$ cat config.mk
export PLATFORM = sky130hd
export DESIGN_NAME = xlat_walker
export DESIGN_NICKNAME = d
export VERILOG_FILES = /design/src/rtl/xlat_pkg.sv /design/src/rtl/xlat_ctrl.sv /design/src/rtl/xlat_dpath.sv /design/src/rtl/xlat_walker.sv
export SDC_FILE = /design/constraint.sdc
export NUM_CORES = 1
export LEC_CHECK = 0
export BUFFER_PORTS_ARGS = -buffer_cell sky130_fd_sc_hd__buf_2
export CAP_MARGIN = 5
export CORE_ASPECT_RATIO = 1.4
export CORE_MARGIN = 2
export CORE_UTILIZATION = 51
export DETAILED_ROUTE_END_ITERATION = 6
export PLACE_DENSITY = 0.67
export SLEW_MARGIN = 20
export SYNTH_ARGS = -nofsm -noshare
export SYNTH_HDL_FRONTEND = slang
export SYNTH_HIERARCHICAL = 1
export SYNTH_SLANG_ARGS = --single-unit
$ cat constraint.sdc
create_clock -name clk -period 8.3 [get_ports clk]
set_input_delay 2.075 -clock clk [delete_from_list [all_inputs] [get_ports clk]]
set_output_delay 2.075 -clock clk [all_outputs]
set_load 0.1 [all_outputs]
$ cat src/rtl/xlat_pkg.sv
package xlat_pkg;
  localparam int OFF_W = 12;
  localparam int IDX_LVL_W = 10;
  localparam int BIT_P = 0;
  localparam int BIT_W = 1;
  localparam int BIT_U = 2;
  localparam int BIT_A = 5;
  localparam int BIT_D = 6;

  typedef enum logic [2:0] {
    ST_IDLE, ST_RD_PDE, ST_WB_PDE, ST_RD_PTE, ST_WB_PTE, ST_DONE
  } walkState_t;

  // strobes from control to datapath
  typedef struct packed {
    logic accept;
    logic ldPde;
    logic ldPte;
    logic ldZero;
    logic memReq;
    logic memWe;
    logic selPte;
    logic done;
  } walkStrobe_t;

  // status from datapath to control
  typedef struct packed {
    logic fastPath;
    logic rdPresent;
    logic rdAccessed;
    logic pteNeedWb;
  } walkStatus_t;

  // cached effective translation
  typedef struct packed {
    logic [31:OFF_W] frame;
    logic user;
    logic wr;
    logic pres;
  } xlatEnt_t;
endpackage

$ cat src/rtl/xlat_ctrl.sv
module xlat_ctrl
  import xlat_pkg::*;
(
  input  logic        clk,
  input  logic        rstN,
  input  logic        reqValid,
  input  logic        memAck,
  input  walkStatus_t st,
  output walkStrobe_t sb,
  output walkState_t  stateOut
);
  walkState_t state, nxt;

  always_ff @(posedge clk) begin
    if (!rstN) state <= ST_IDLE;
    else       state <= nxt;
  end

  always_comb begin
    sb  = '0;
    nxt = state;
    case (state)
      ST_IDLE: if (reqValid) begin
        sb.accept = 1'b1;
        nxt = st.fastPath ? ST_DONE : ST_RD_PDE;
      end
      ST_RD_PDE: begin
        sb.memReq = 1'b1;
        if (memAck) begin
          sb.ldPde = 1'b1;
          if (!st.rdPresent) begin
            sb.ldZero = 1'b1;
            nxt = ST_DONE;
          end else begin
            nxt = st.rdAccessed ? ST_RD_PTE : ST_WB_PDE;
          end
        end
      end
      ST_WB_PDE: begin
        sb.memReq = 1'b1;
        sb.memWe  = 1'b1;
        if (memAck) nxt = ST_RD_PTE;
      end
      ST_RD_PTE: begin
        sb.memReq = 1'b1;
        sb.selPte = 1'b1;
        if (memAck) begin
          if (!st.rdPresent) begin
            sb.ldZero = 1'b1;
            nxt = ST_DONE;
          end else begin
            sb.ldPte = 1'b1;
            nxt = st.pteNeedWb ? ST_WB_PTE : ST_DONE;
          end
        end
      end
      ST_WB_PTE: begin
        sb.memReq = 1'b1;
        sb.memWe  = 1'b1;
        sb.selPte = 1'b1;
        if (memAck) nxt = ST_DONE;
      end
      ST_DONE: begin
        sb.done = 1'b1;
        nxt = ST_IDLE;
      end
      default: nxt = ST_IDLE;
    endcase
  end

  assign stateOut = state;
endmodule

$ cat src/rtl/xlat_dpath.sv
module xlat_dpath
  import xlat_pkg::*;
#(
  parameter int TLB_DEPTH = 16
) (
  input  logic        clk,
  input  logic        rstN,
  input  walkStrobe_t sb,
  input  logic        flush,
  input  logic        pagingEn,
  input  logic        wrProt,
  input  logic [31:0] reqLin,
  input  logic        reqWrite,
  input  logic        reqCheck,
  input  logic [1:0]  reqCpl,
  input  logic        reqV86,
  input  logic [31:0] dirBase,
  input  logic [31:0] memRdata,
  output walkStatus_t st,
  output logic [31:0] memAddr,
  output logic [31:0] memWdata,
  output logic [31:0] rspPhys,
  output logic        rspWritable,
  output logic        rspUser,
  output logic        rspFault,
  output logic [2:0]  rspErr,
  output logic [31:0] faultAddr
);
  localparam int IDX_W = $clog2(TLB_DEPTH);
  localparam int TAG_W = 32 - OFF_W - IDX_W;

  logic [31:0] linReg, pdeReg, pteWb;
  logic        wrReg, chkReg, wpReg, bypReg;
  logic [1:0]  cplReg;
  xlatEnt_t    entReg, walkEnt;

  logic [TLB_DEPTH-1:0] tlbValid;
  logic                 tlbEmpty;
  logic [TAG_W-1:0]     tlbTag  [TLB_DEPTH];
  xlatEnt_t             tlbData [TLB_DEPTH];

  logic [IDX_W-1:0] reqIdx, linIdx;
  logic [TAG_W-1:0] reqTag;
  logic             tlbHit, faultCond;

  assign reqIdx = reqLin[OFF_W +: IDX_W];
  assign reqTag = reqLin[31 -: TAG_W];
  assign linIdx = linReg[OFF_W +: IDX_W];
  assign tlbHit = tlbValid[reqIdx] && (tlbTag[reqIdx] == reqTag) && !flush;

  assign st.fastPath   = !pagingEn || tlbHit;
  assign st.rdPresent  = memRdata[BIT_P];
  assign st.rdAccessed = memRdata[BIT_A];
  assign st.pteNeedWb  = !memRdata[BIT_A] || (wrReg && !memRdata[BIT_D]);

  // effective entry built from the table entry being read and the held directory entry
  always_comb begin
    walkEnt.frame = memRdata[31:OFF_W];
    walkEnt.pres  = 1'b1;
    walkEnt.wr    = memRdata[BIT_W] & pdeReg[BIT_W];
    walkEnt.user  = memRdata[BIT_U] & pdeReg[BIT_U];
  end

  always_comb begin
    if (sb.selPte) begin
      memAddr  = {pdeReg[31:OFF_W], linReg[OFF_W +: IDX_LVL_W], 2'b00};
      memWdata = pteWb;
    end else begin
      memAddr  = dirBase + {20'd0, linReg[31 -: IDX_LVL_W], 2'b00};
      memWdata = pdeReg | (32'd1 << BIT_A);
    end
  end

  always_ff @(posedge clk) begin
    if (!rstN) begin
      linReg <= '0; wrReg <= 1'b0; chkReg <= 1'b0; wpReg <= 1'b0;
      bypReg <= 1'b1; cplReg <= '0; pdeReg <= '0; pteWb <= '0;
      entReg <= '0; faultAddr <= '0;
    end else begin
      if (sb.accept) begin
        linReg <= reqLin;
        wrReg  <= reqWrite;
        chkReg <= reqCheck;
        wpReg  <= wrProt;
        bypReg <= !pagingEn;
        cplReg <= reqV86 ? 2'd3 : reqCpl;
        entReg <= tlbData[reqIdx];
      end
      if (sb.ldPde) pdeReg <= memRdata;
      if (sb.ldPte) begin
        pteWb  <= memRdata | (32'd1 << BIT_A) | (wrReg ? (32'd1 << BIT_D) : 32'd0);
        entReg <= walkEnt;
      end
      if (sb.ldZero) entReg <= '0;
      if (sb.done && faultCond) faultAddr <= linReg;
    end
  end

  // translation cache: flush wins over a fill in the same cycle
  always_ff @(posedge clk) begin
    if (!rstN) begin
      tlbValid <= '0;
      tlbEmpty <= 1'b1;
    end else if (flush) begin
      if (!tlbEmpty) begin
        tlbValid <= '0;
        tlbEmpty <= 1'b1;
      end
    end else if (sb.ldPte) begin
      tlbValid[linIdx] <= 1'b1;
      tlbEmpty <= 1'b0;
    end
  end

  always_ff @(posedge clk) begin
    if (sb.ldPte) begin
      tlbTag[linIdx]  <= linReg[31 -: TAG_W];
      tlbData[linIdx] <= walkEnt;
    end
  end

  assign faultCond = !bypReg && chkReg &&
                     (!entReg.pres || (!entReg.user && cplReg != 2'd0) ||
                      (wrReg && wpReg && !entReg.wr));
  assign rspPhys     = bypReg ? linReg : {entReg.frame, linReg[OFF_W-1:0]};
  assign rspWritable = bypReg | entReg.wr;
  assign rspUser     = bypReg | entReg.user;
  assign rspFault    = sb.done && faultCond;
  assign rspErr      = rspFault ? {cplReg != 2'd0, wrReg, entReg.pres} : 3'b000;
endmodule

$ cat src/rtl/xlat_walker.sv
module xlat_walker
  import xlat_pkg::*;
#(
  parameter int TLB_DEPTH = 16
) (
  input  logic        clk,
  input  logic        rstN,
  input  logic        reqValid,
  input  logic [31:0] reqLin,
  input  logic        reqWrite,
  input  logic        reqCheck,
  input  logic [1:0]  reqCpl,
  input  logic        reqV86,
  input  logic [31:0] dirBase,
  input  logic        pagingEn,
  input  logic        wrProt,
  input  logic        flush,
  output logic        busy,
  output logic        rspValid,
  output logic [31:0] rspPhys,
  output logic        rspWritable,
  output logic        rspUser,
  output logic        rspFault,
  output logic [2:0]  rspErr,
  output logic [31:0] faultAddr,
  output logic        memReq,
  output logic        memWe,
  output logic [31:0] memAddr,
  output logic [31:0] memWdata,
  input  logic        memAck,
  input  logic [31:0] memRdata
);
  walkStrobe_t sb;
  walkStatus_t st;
  walkState_t  state;

  xlat_ctrl u_ctrl (
    .clk(clk), .rstN(rstN), .reqValid(reqValid), .memAck(memAck),
    .st(st), .sb(sb), .stateOut(state)
  );

  xlat_dpath #(.TLB_DEPTH(TLB_DEPTH)) u_dpath (
    .clk(clk), .rstN(rstN), .sb(sb), .flush(flush), .pagingEn(pagingEn),
    .wrProt(wrProt), .reqLin(reqLin), .reqWrite(reqWrite), .reqCheck(reqCheck),
    .reqCpl(reqCpl), .reqV86(reqV86), .dirBase(dirBase), .memRdata(memRdata),
    .st(st), .memAddr(memAddr), .memWdata(memWdata), .rspPhys(rspPhys),
    .rspWritable(rspWritable), .rspUser(rspUser), .rspFault(rspFault),
    .rspErr(rspErr), .faultAddr(faultAddr)
  );

  assign busy     = (state != ST_IDLE);
  assign rspValid = (state == ST_DONE);
  assign memReq   = sb.memReq;
  assign memWe    = sb.memWe;
endmodule

== After elaboration in Yosys (flattened, before gate mapping) ==
Memories as Yosys holds them, arrays and structs flattened.
Cells that the tools add are included.

* RAM bits: 608
* Register bits: 177
* Bits of input ports: 108
* Memories: 2
* Output and inout bits: 138
* Word-level logic and storage cells: 117

* Equal/unequal tests: 12
* Reductions and logical operators: 34
* Magnitude comparators: 3
* Bitwise gates (word level): 7
* Mux-type cells: 42
* Add/subtract/negate cells: 1

{| class="wikitable"
|+ Memory list
! memory !! depth !! bits a word !! read ports !! clocked after Yosys merged registers in !! write ports !! line !! source
|-
| u_dpath.tlbData || 16 || 22 || 1 || 0 || 1 || xlat_dpath.sv:40 || <nowiki>xlatEnt_t tlbData [TLB_DEPTH];</nowiki>
|-
| u_dpath.tlbTag || 16 || 16 || 1 || 0 || 1 || xlat_dpath.sv:39 || <nowiki>logic [TAG_W-1:0] tlbTag [TLB_DEPTH];</nowiki>
|}

{| class="wikitable"
|+ Operators by type and width
! cell !! count
|-
| 32-bit 2-to-1 mux || 3
|-
| 16-bit 2-to-1 mux || 3
|-
| 23-bit 2-to-1 mux || 2
|-
| 32-bit by 12-bit adder with 32-bit output || 1
|-
| 32-bit OR || 1
|-
| 3-bit 2-to-1 mux || 9
|-
| 1-bit 2-to-1 mux || 18
|-
| 16-bit equality test || 1
|-
| 16-bit OR || 1
|-
| 3-bit one-hot mux with 5 select lines || 1
|-
| 2-bit inequality test (second input constant) || 6
|-
| 1-bit logical AND || 10
|-
| 4-bit by 5-bit < comparator with 1-bit output (second input constant) || 2
|-
| 1-bit zero test || 8
|-
| 2-bit OR reduction || 4
|-
| 7-bit 2-to-1 mux || 1
|-
| 3-bit by 2-bit equality test with 1-bit output (second input constant) || 2
|-
| 3-bit equality test (second input constant) || 2
|-
| 2-bit nonzero test || 3
|-
| 5-bit AND reduction || 1
|-
| 1-bit binary-select mux with 4-bit select || 1
|-
| 1-bit demux with 4-bit select || 1
|-
| 4-bit by 1-bit >= comparator with 1-bit output (second input constant) || 1
|-
| 1-bit logical OR || 4
|-
| 10 further kinds || 13
|}

== Depth between registers and ports, before layout ==
Gate-level depths: netlist of the first run.

* Depth in word-level cells: 8
* Mapped depth: 13

== Cells and area by module ==
The synthesis of the first run kept the hierarchy.

{| class="wikitable"
|+ Modules (own cells, without submodules)
! module !! times used !! area each (um^2) !! cells each
|-
| xlat_dpath || 1 || 31923.1 || 1918
|-
| xlat_ctrl || 1 || 301.5 || 39
|-
| xlat_walker || 1 || 16.3 || 2
|}

== Least setup slack after synthesis of the first run ==
OpenSTA, ideal clock, no wires.

* Kind: input to output
* Start: input port dirBase[2]
* End: output port memAddr[12]
* Setup slack: -102 ps
* Required time: 6225 ps
* Arrival time: 6327 ps
* Stages on the path: 10
* Cell sequence: ha_1 -> fa_1 -> a21o_1 -> a21oi_1 -> o21ai_0 -> a2111oi_0 -> o311a_1 -> buf_4 -> xor2_1 -> o21ai_0

* Longest elaborated chain between the ends: 2

{| class="wikitable"
|+ RTL lines
! what !! line !! source
|-
| start: declaration || xlat_walker.sv:14 || <nowiki>input logic [31:0] dirBase,</nowiki>
|-
| 32-bit by 12-bit adder with 32-bit output || xlat_dpath.sv:69 || <nowiki>memAddr = dirBase + {20'd0, linReg[31 -: IDX_LVL_W], 2'b00};</nowiki>
|-
| 32-bit 2-to-1 mux || xlat_dpath.sv:65 || <nowiki>if (sb.selPte) begin</nowiki>
|-
| end: declaration || xlat_walker.sv:28 || <nowiki>output logic [31:0] memAddr,</nowiki>
|}

Every way passes these cells.

== Worst setup path in the final report of the first run ==
* Start: input port dirBase[2]
* End: output port memAddr[22]

Same word-level chain as after synthesis.

==> results of run 1 <==
[sequential cells by signal (all words and copies together) (netlist names)]
signal and flops:
u_dpath/wpReg 1, u_dpath/chkReg 1, u_dpath/pteWb 32, u_dpath/pdeReg 31, u_ctrl/stateOut 3, u_dpath/cplReg 2
u_dpath/tlbEmpty 1, u_dpath/wrReg 1, u_dpath/tlbTag 256, u_dpath/entReg 23, u_dpath/faultAddr 32, u_dpath/linReg 32
u_dpath/tlbData 352, u_dpath/bypReg 1, u_dpath/tlbValid 16
[per-layer routing]
metal	GRT usage [%]	part of all wire (%)	vias up
met5	0	0.017	-
met4	8.81	2.9	4
met3	3.99	6.4	129
met2	45.1	52	746
met1	32.9	39	9614
li1	-	-	8006
[final cells by class]
| cell class | count | area, um^2 |
|---|---|---|
| diodes | 1 | 2.50 |
| clock buffers | 101 | 2010 |
| clock inverters | 36 | 315 |
| fillers | 4843 | 26100 |
| inverters | 17 | 63.8 |
| multi-input cells | 1027 | 9900 |
| flip-flops and latches | 784 | 21800 |
| well taps | 832 | 1040 |
| repair buffers | 293 | 1610 |
[power by group through the flow]
stage,registers (uW),clock network (uW),logic [uW]
3_5_place_dp,4410,0,1090
6_report,4320,3280,1090
3_3_place_gp,4400,0,1080
5_1_grt,4320,3480,1140
2_1_floorplan,4390,0,833
4_1_cts,4320,3330,1100
[worst max-delay path by stage]
| stage | depth (start not counted) | end | slack (ps) | start |
|---|---|---|---|---|
| 2_1_floorplan | 9 | memAddr[10] | 230 | dirBase[2] |
| 3_3_place_gp | 11 | memAddr[22] | 800 | dirBase[2] |
| 3_5_place_dp | 11 | memAddr[14] | 600 | dirBase[2] |
| 4_1_cts | 11 | memAddr[14] | 600 | dirBase[2] |
| 5_1_grt | 11 | memAddr[18] | 340 | dirBase[2] |
| 6_report | 11 | memAddr[22] | 550 | dirBase[2] |
[stage by stage]
stage | instance area [um^2] | power, uW
4_1_cts | 36700 | 8740
6_report | 36700 | 8690
3_3_place_gp | 34400 | 5480
5_1_grt | 36700 | 8950
3_5_place_dp | 34400 | 5500
2_1_floorplan | 32200 | 5220
[cell families after synthesis]
logic type	count (synthesis)	synth area share, %
compound gates	173	3.43
xor+xnor	42	1.14
fa+ha+maj	11	0.450
buf+inv	148	2.18
flops	784	67.6
mux	381	18.8
simple gates	420	6.43
[layout by cell type (no fill, tap or decap), drive strengths merged, types with 4 or more instances in the layout]
cell type / Yosys / routed
a211oi: 4 / 4
a21boi: 32 / 32
a21oi: 51 / 51
a31oi: 14 / 14
and2: 6 / 6
and3: 6 / 6
buf: 73 / 292
bufinv: 0 / 4
clkbuf: 58 / 102
clkinv: 1 / 26
dfxtp: 176 / 176
edfxtp: 608 / 608
ha: 10 / 10
inv: 16 / 20
mux2: 55 / 55
mux2i: 152 / 152
mux4: 174 / 174
nand2: 116 / 116
nand2b: 8 / 8
nand3: 16 / 16
nand3b: 4 / 4
nand4: 9 / 9
nor2: 103 / 103
nor2b: 107 / 107
nor3: 18 / 18
o2111ai: 4 / 4
o21ai: 38 / 38
o221ai: 4 / 4
or2: 5 / 5
or3: 8 / 8
xnor2: 22 / 22
xor2: 20 / 20
[critical path, stage by stage]
cell and delay [ps]:
buf_2 100, ha_1 220, fa_1 420, a21o_1 190
a21oi_1 240, o21ai_0 140, a2111oi_0 630, o311a_1 740
o21ai_0 220, a31oi_1 210, buf_2 450
==> reports/metrics.cfg, run 1 <==
[outcome]
outcome = completed

[sta]
timing.final.ws_setup_ps = 555
pin_slew_with_the_least_headroom_to_its_limit_ps = 1110
skew_ps = 23.0
setup_viol_count_final = 0
worst_hold_slack_ps = 447
drv_slew = 0
max_freq_mhz = 129
min_period_over_period_pct = 93.3
finalSetupTns_ps = 0
hold_violations = 0
min_period_ps = 7750
rsz0062_at_grt = false
slew_headroom_pct = 26.2

[floorplan]
core_region_area_um2 = 62900
die_y_um = 301
die_area_um2 = 65300
placement_rows = 109
io_pins = 246
initial_standard_cell_utilization_of_the_core_pct = 51.3
die_w_um = 216

[synthesis]
synth_async_sr_flop_share_pct = 0
synth-seq-cells = 784
netlist_top_cells_area = edfxtp_1 57%, mux4_2 12%, dfxtp_1 11%
syn_nets = 2078
ys_warn_count = 6
mappedNetlistArea_um2 = 32200
synth.most_common_cell = edfxtp_1
synthDominantCellAreaShare_pct = 56.6
yosys_most_used_dff = edfxtp_1
synth_largest_area_cell = edfxtp_1
synth.yosys.seq_area_share_pct = 67.6
avgSynthCellArea_um2 = 16.5
post_syn_instances = 1959
synth_enable_flop_cells = 608
synth_cell_types = 69
yosys-top-cells-count = 608 x edfxtp_1, 176 x dfxtp_1, 174 x mux4_2

[clock_network]
cts_tree = done
cts_buffers = 74
post_cts_hold_buffer_count = 0
cts-root-to-sink-buffers = 3
clock_sink_count = 784
cts_resized = 0
worstSkewPairLatency_ps = 610
clock_tree.root_cell = clkbuf_16
cts_post_setup_buffers_inserted = 0
htreeDepth = 3
clkTransAtPathRegs_ps = 60

[min_path]
hold_path_depth = 1
min_delay_worst_endpoint = u_dpath/pteWb[5]
hold_path_startpoint = u_dpath/pteWb[5]
min-delay-path-class = flip-flop to flip-flop

[routing]
drc_errors = 0
ant_nets = 0
drt_first_pass_iters = 5
dr.first_iter.drc_count = 1703
detail_route.wirelength_mm = 83.5
avgRoutedWirePerCell_um = 27.0
routed_via_density = 5.98
num_vias = 18500

[global_routing]
grt_start_max_net_pins = 92
grt_first_pass_wirelength_mm = 123
final_global_route_overflow_total = 0
global_route_total_usage_across_every_layer_pct = 25.8
first_global_vias = 18900
antenna_found_initial = 4

[power_and_ir_drop]
power_switching_share_pct = 26.3
cell_internal_pwr_uw = 6400
clock_power_share_pct = 37.7
leakage_power_of_the_design_uw = 0.0126
share_seq_of_total_power_pct = 49.7
power_per_cell_area_nw_per_um2 = 237
irDropWorstVdd_v = 0.000160
power.combinational.fraction_pct = 12.6
netSwitchingPower_uw = 2290

[final_layout]
final_util_pct = 58.4
layout_stage_area_growth_over_the_synthesis_result_pct = 13.9
nets = 2316
drive_gt1_share_pct = 29.3
finalNonFillerCells = 3091

[worst_setup_path]
endpoint_of_the_most_critical_register_to_register_path = u_dpath/tlbTag[10][12]
cp.arrival_ps = 5670
setup.worst_path.class = input pin to primary output
ff2ff_setup_slack_ps = 4960
path_max_fanout = 19
type_of_element_capturing_the_critical_path = primary output
r2r-start = u_ctrl/stateOut[0]
worst-r2r-cell-count = 6
cp_data_required_time_ps = 6230
critical_path.startpoint_type = input pin

[placement]
routabilityCongestion = 0.883
detailedPlacementHpwl_mm = 47.7
place_ws_ps = 604
io_buffer_count = 245
placed_cells_incl_taps = 2953

[job]
number_of_maximum_capacitance_constraint_violations = 0

Power figures use the tool's default switching activity.
==> run 2, diff against run 1 <==
- ABC_CLOCK_PERIOD_IN_PS: not set -> 8300
- SYNTH_HIERARCHICAL: 1 -> not set
==> run 2 against run 1 <==
Critical path depth unchanged. Cell count increased by 4.3%. Largest power group unchanged. Via count increased by 4.2%. Hold slack improved by 7.2 ps. Core utilization increased by 0.32 points. The flow now finishes with violations (design-rule violations). Critical path type unchanged.
==> reports/metrics.cfg, run 2 <==
[floorplan]
die_area_um2 = 64700
placement_rows = 108
die_w_um = 216
die_y_um = 300
core_region_area_um2 = 62000
initial_standard_cell_utilization_of_the_core_pct = 51.5
io_pins = 246

[worst_setup_path]
cp_data_required_time_ps = 6230
type_of_element_capturing_the_critical_path = primary output
cp.arrival_ps = 5340
setup.worst_path.class = input pin to primary output
path_max_fanout = 19
path_common_cell = buf_2
r2r-start = u_ctrl.stateOut[0]
crit_path_start = dirBase[2]
ff2ff_setup_slack_ps = 5440
worstPathCellList = buf_2 > ha_1 > fa_1 > a21o_1 > a21oi_2 > o21bai_1 > a2111o_1 > a311oi_4 > o21ai_0 > a31oi_1 > buf_2
cell_with_the_largest_stage_delay_on_the_worst_path = a311oi_4
critical_path.startpoint_type = input pin
endpoint_of_the_most_critical_register_to_register_path = u_dpath.tlbData[12][16]
worst-r2r-cell-count = 6
critical-path-max-stage-delay_ps = 650

[routing]
drt_first_pass_iters = 7
topRoutingLayerUsed = met5
dr.first_iter.drc_count = 1905
wl_met2_mm = 43.1
detail_route.wirelength_mm = 84.9
routed_via_density = 5.98
routedLengthMet1_mm = 32.7
ant_nets = 0
met3_length_mm = 5.73
num_vias = 19300
avgRoutedWirePerCell_um = 26.3
drc_errors = 1

[power_and_ir_drop]
irDropWorstVdd_v = 0.000208
netSwitchingPower_uw = 2360
share_seq_of_total_power_pct = 49.8
power_switching_share_pct = 27.1
cell_internal_pwr_uw = 6350
power_per_cell_area_nw_per_um2 = 239
power.combinational.fraction_pct = 13.1
clock_power_share_pct = 37.1
leakage_power_of_the_design_uw = 0.0127

[clock_network]
clock_sink_count = 784
cts_post_setup_buffers_inserted = 0
clkTransAtPathRegs_ps = 60
worstSkewPairLatency_ps = 620
cts_tree = done
cts_buffers = 74
cts_resized = 0
clock_tree.root_cell = clkbuf_16
htreeDepth = 3
post_cts_hold_buffer_count = 0
cts-root-to-sink-buffers = 3

[sta]
max_freq_mhz = 135
min_period_ps = 7420
hold_violations = 0
finalSetupTns_ps = 0
timing.final.ws_setup_ps = 883
setup_viol_count_final = 0
slew_headroom_pct = 21.1
skew_ps = 16.8
min_period_over_period_pct = 89.4
rsz0062_at_grt = false
drv_slew = 0
pin_slew_with_the_least_headroom_to_its_limit_ps = 1180

[final_layout]
ff_latch_area_um2 = 21800
fill_cells = 4723
finalNonFillerCells = 3224
drive_gt1_share_pct = 26.2
layout_stage_area_growth_over_the_synthesis_result_pct = 13.9
multi_input_gate_area_in_the_final_layout_um2 = 9620
largest_registers_ranked_by_flip_flop_count = u_dpath.tlbData x352, u_dpath.tlbTag x256
nets = 2454
largest-register = u_dpath.tlbData
final_common_cell = edfxtp_1
largest_register_ff_count = 352
layout_common_cells = 608 x edfxtp_1, 444 x nand2_1, 241 x buf_2, 174 x mux4_2, 174 x dfxtp_1

[synthesis]
parity_gate_share_of_the_synthesized_area_counting_xor_and_xnor_cells_pct = 0.959
netlist_top_cells_area = edfxtp_1 57%, mux4_2 12%, dfxtp_1 11%
synth_largest_area_cell = edfxtp_1
ys_warn_count = 0
largest_family_of_logic_cells_by_synthesized_area = multiplexers
synth.most_common_cell = edfxtp_1
yosys-top-cells-count = 608 x edfxtp_1, 444 x nand2_1, 176 x dfxtp_1
share_of_cell_area_taken_by_muxes_after_synthesis_pct = 14.1
synth_cell_types = 60
yosys_most_used_dff = edfxtp_1
synth.yosys.seq_area_share_pct = 68.1
mappedNetlistArea_um2 = 32000
synthDominantCellAreaShare_pct = 57.1
synth-adder-area-share_pct = 0.454
syn_nets = 2221
synth_compound_gate_area_share_pct = 6.14
synth_enable_flop_cells = 608
synth_async_sr_flop_share_pct = 0
synth_simple_gate_area_share_pct = 8.00
post_syn_instances = 2102
synth-seq-cells = 784
avgSynthCellArea_um2 = 15.2

[global_routing]
first_global_vias = 19500
global_route_total_usage_across_every_layer_pct = 26.4
antenna_found_initial = 10
grt_start_max_net_pins = 111
grt_first_pass_wirelength_mm = 125
final_global_route_overflow_total = 0

[placement]
routabilityCongestion = 0.901
place_ws_ps = 954
io_buffer_count = 245
placed_cells_incl_taps = 3084
detailedPlacementHpwl_mm = 50.1

[min_path]
hold_path_depth = 1
min-delay-path-class = flip-flop to flip-flop
hold_path_startpoint = u_dpath.pteWb[5]
min_delay_worst_endpoint = u_dpath.pteWb[5]

[outcome]
outcome = finished with violations
failed_checks = design-rule violations

[job]
number_of_maximum_capacitance_constraint_violations = 0

-- run 2: how the worst max path moves through the flow --
stage                     slack, ps          end  cells past startpoint
after floorplan                   4  memAddr[12]                     10
after global placement         1090  memAddr[28]                     11
after detailed placement        950  memAddr[14]                     11
after CTS                       940  memAddr[14]                     11
after global routing            710  memAddr[14]                     11
final                           880  memAddr[14]                     11
-- run 2: cell type report --
type	count	share of cell area (%)
Inverter	14	0.144
Clock buffer	106	5.78
Antenna cell	7	0.0481
Clock inverter	27	0.553
Tap cell	825	2.83
Timing Repair Buffer	294	4.43
Sequential cell	784	59.8
Multi-Input combinational cell	1167	26.4
-- run 2: through the flow --
| stage | hold WS (ps) | util (%) | cell area (um^2) | power, uW |
|---|---|---|---|---|
| 3_5_place_dp | 445 | 55.0 | 34100 | 5560 |
| 6_report | 455 | 58.7 | 36400 | 8710 |
| 4_1_cts | 459 | 58.7 | 36400 | 8770 |
| 5_1_grt | 485 | 58.7 | 36400 | 8970 |
| 2_1_floorplan | 426 | - | 32000 | 5250 |
| 3_3_place_gp | 438 | 55.0 | 34100 | 5540 |
-- run 2: power by group through the flow --
stage / sequential [uW] / combinational (uW) / clock (uW)
5_1_grt: 4340 / 1200 / 3430
3_3_place_gp: 4420 / 1120 / 0
6_report: 4340 / 1140 / 3230
2_1_floorplan: 4400 / 855 / 0
4_1_cts: 4340 / 1140 / 3290
3_5_place_dp: 4420 / 1140 / 0
-- run 2: critical path, delay by kind of cell --
family                     cells  cell delay [ps]
AOI/OAI and AO/OA              7             2070
adders and majority gates      2              640
buffers and inverters          2              550
-- run 2: metal layers --
layer | track usage, % | up-vias
met4 | 11.3 | 4
met3 | 4.05 | 167
met1 | 34.0 | 9891
li1 | - | 8417
met2 | 44.7 | 803
met5 | 0 | -
-- run 2: logic make-up (layout without fill, tap and decap cells) --
kind of cell	count (synthesis)	count (layout)
other	0	7
and+or+nand+nor	613	613
adders and majority gates	11	11
AOI/OAI and AO/OA	279	279
DFF	784	784
muxes	229	229
xor gates and xnor gates	35	35
buffers and inverters	151	441
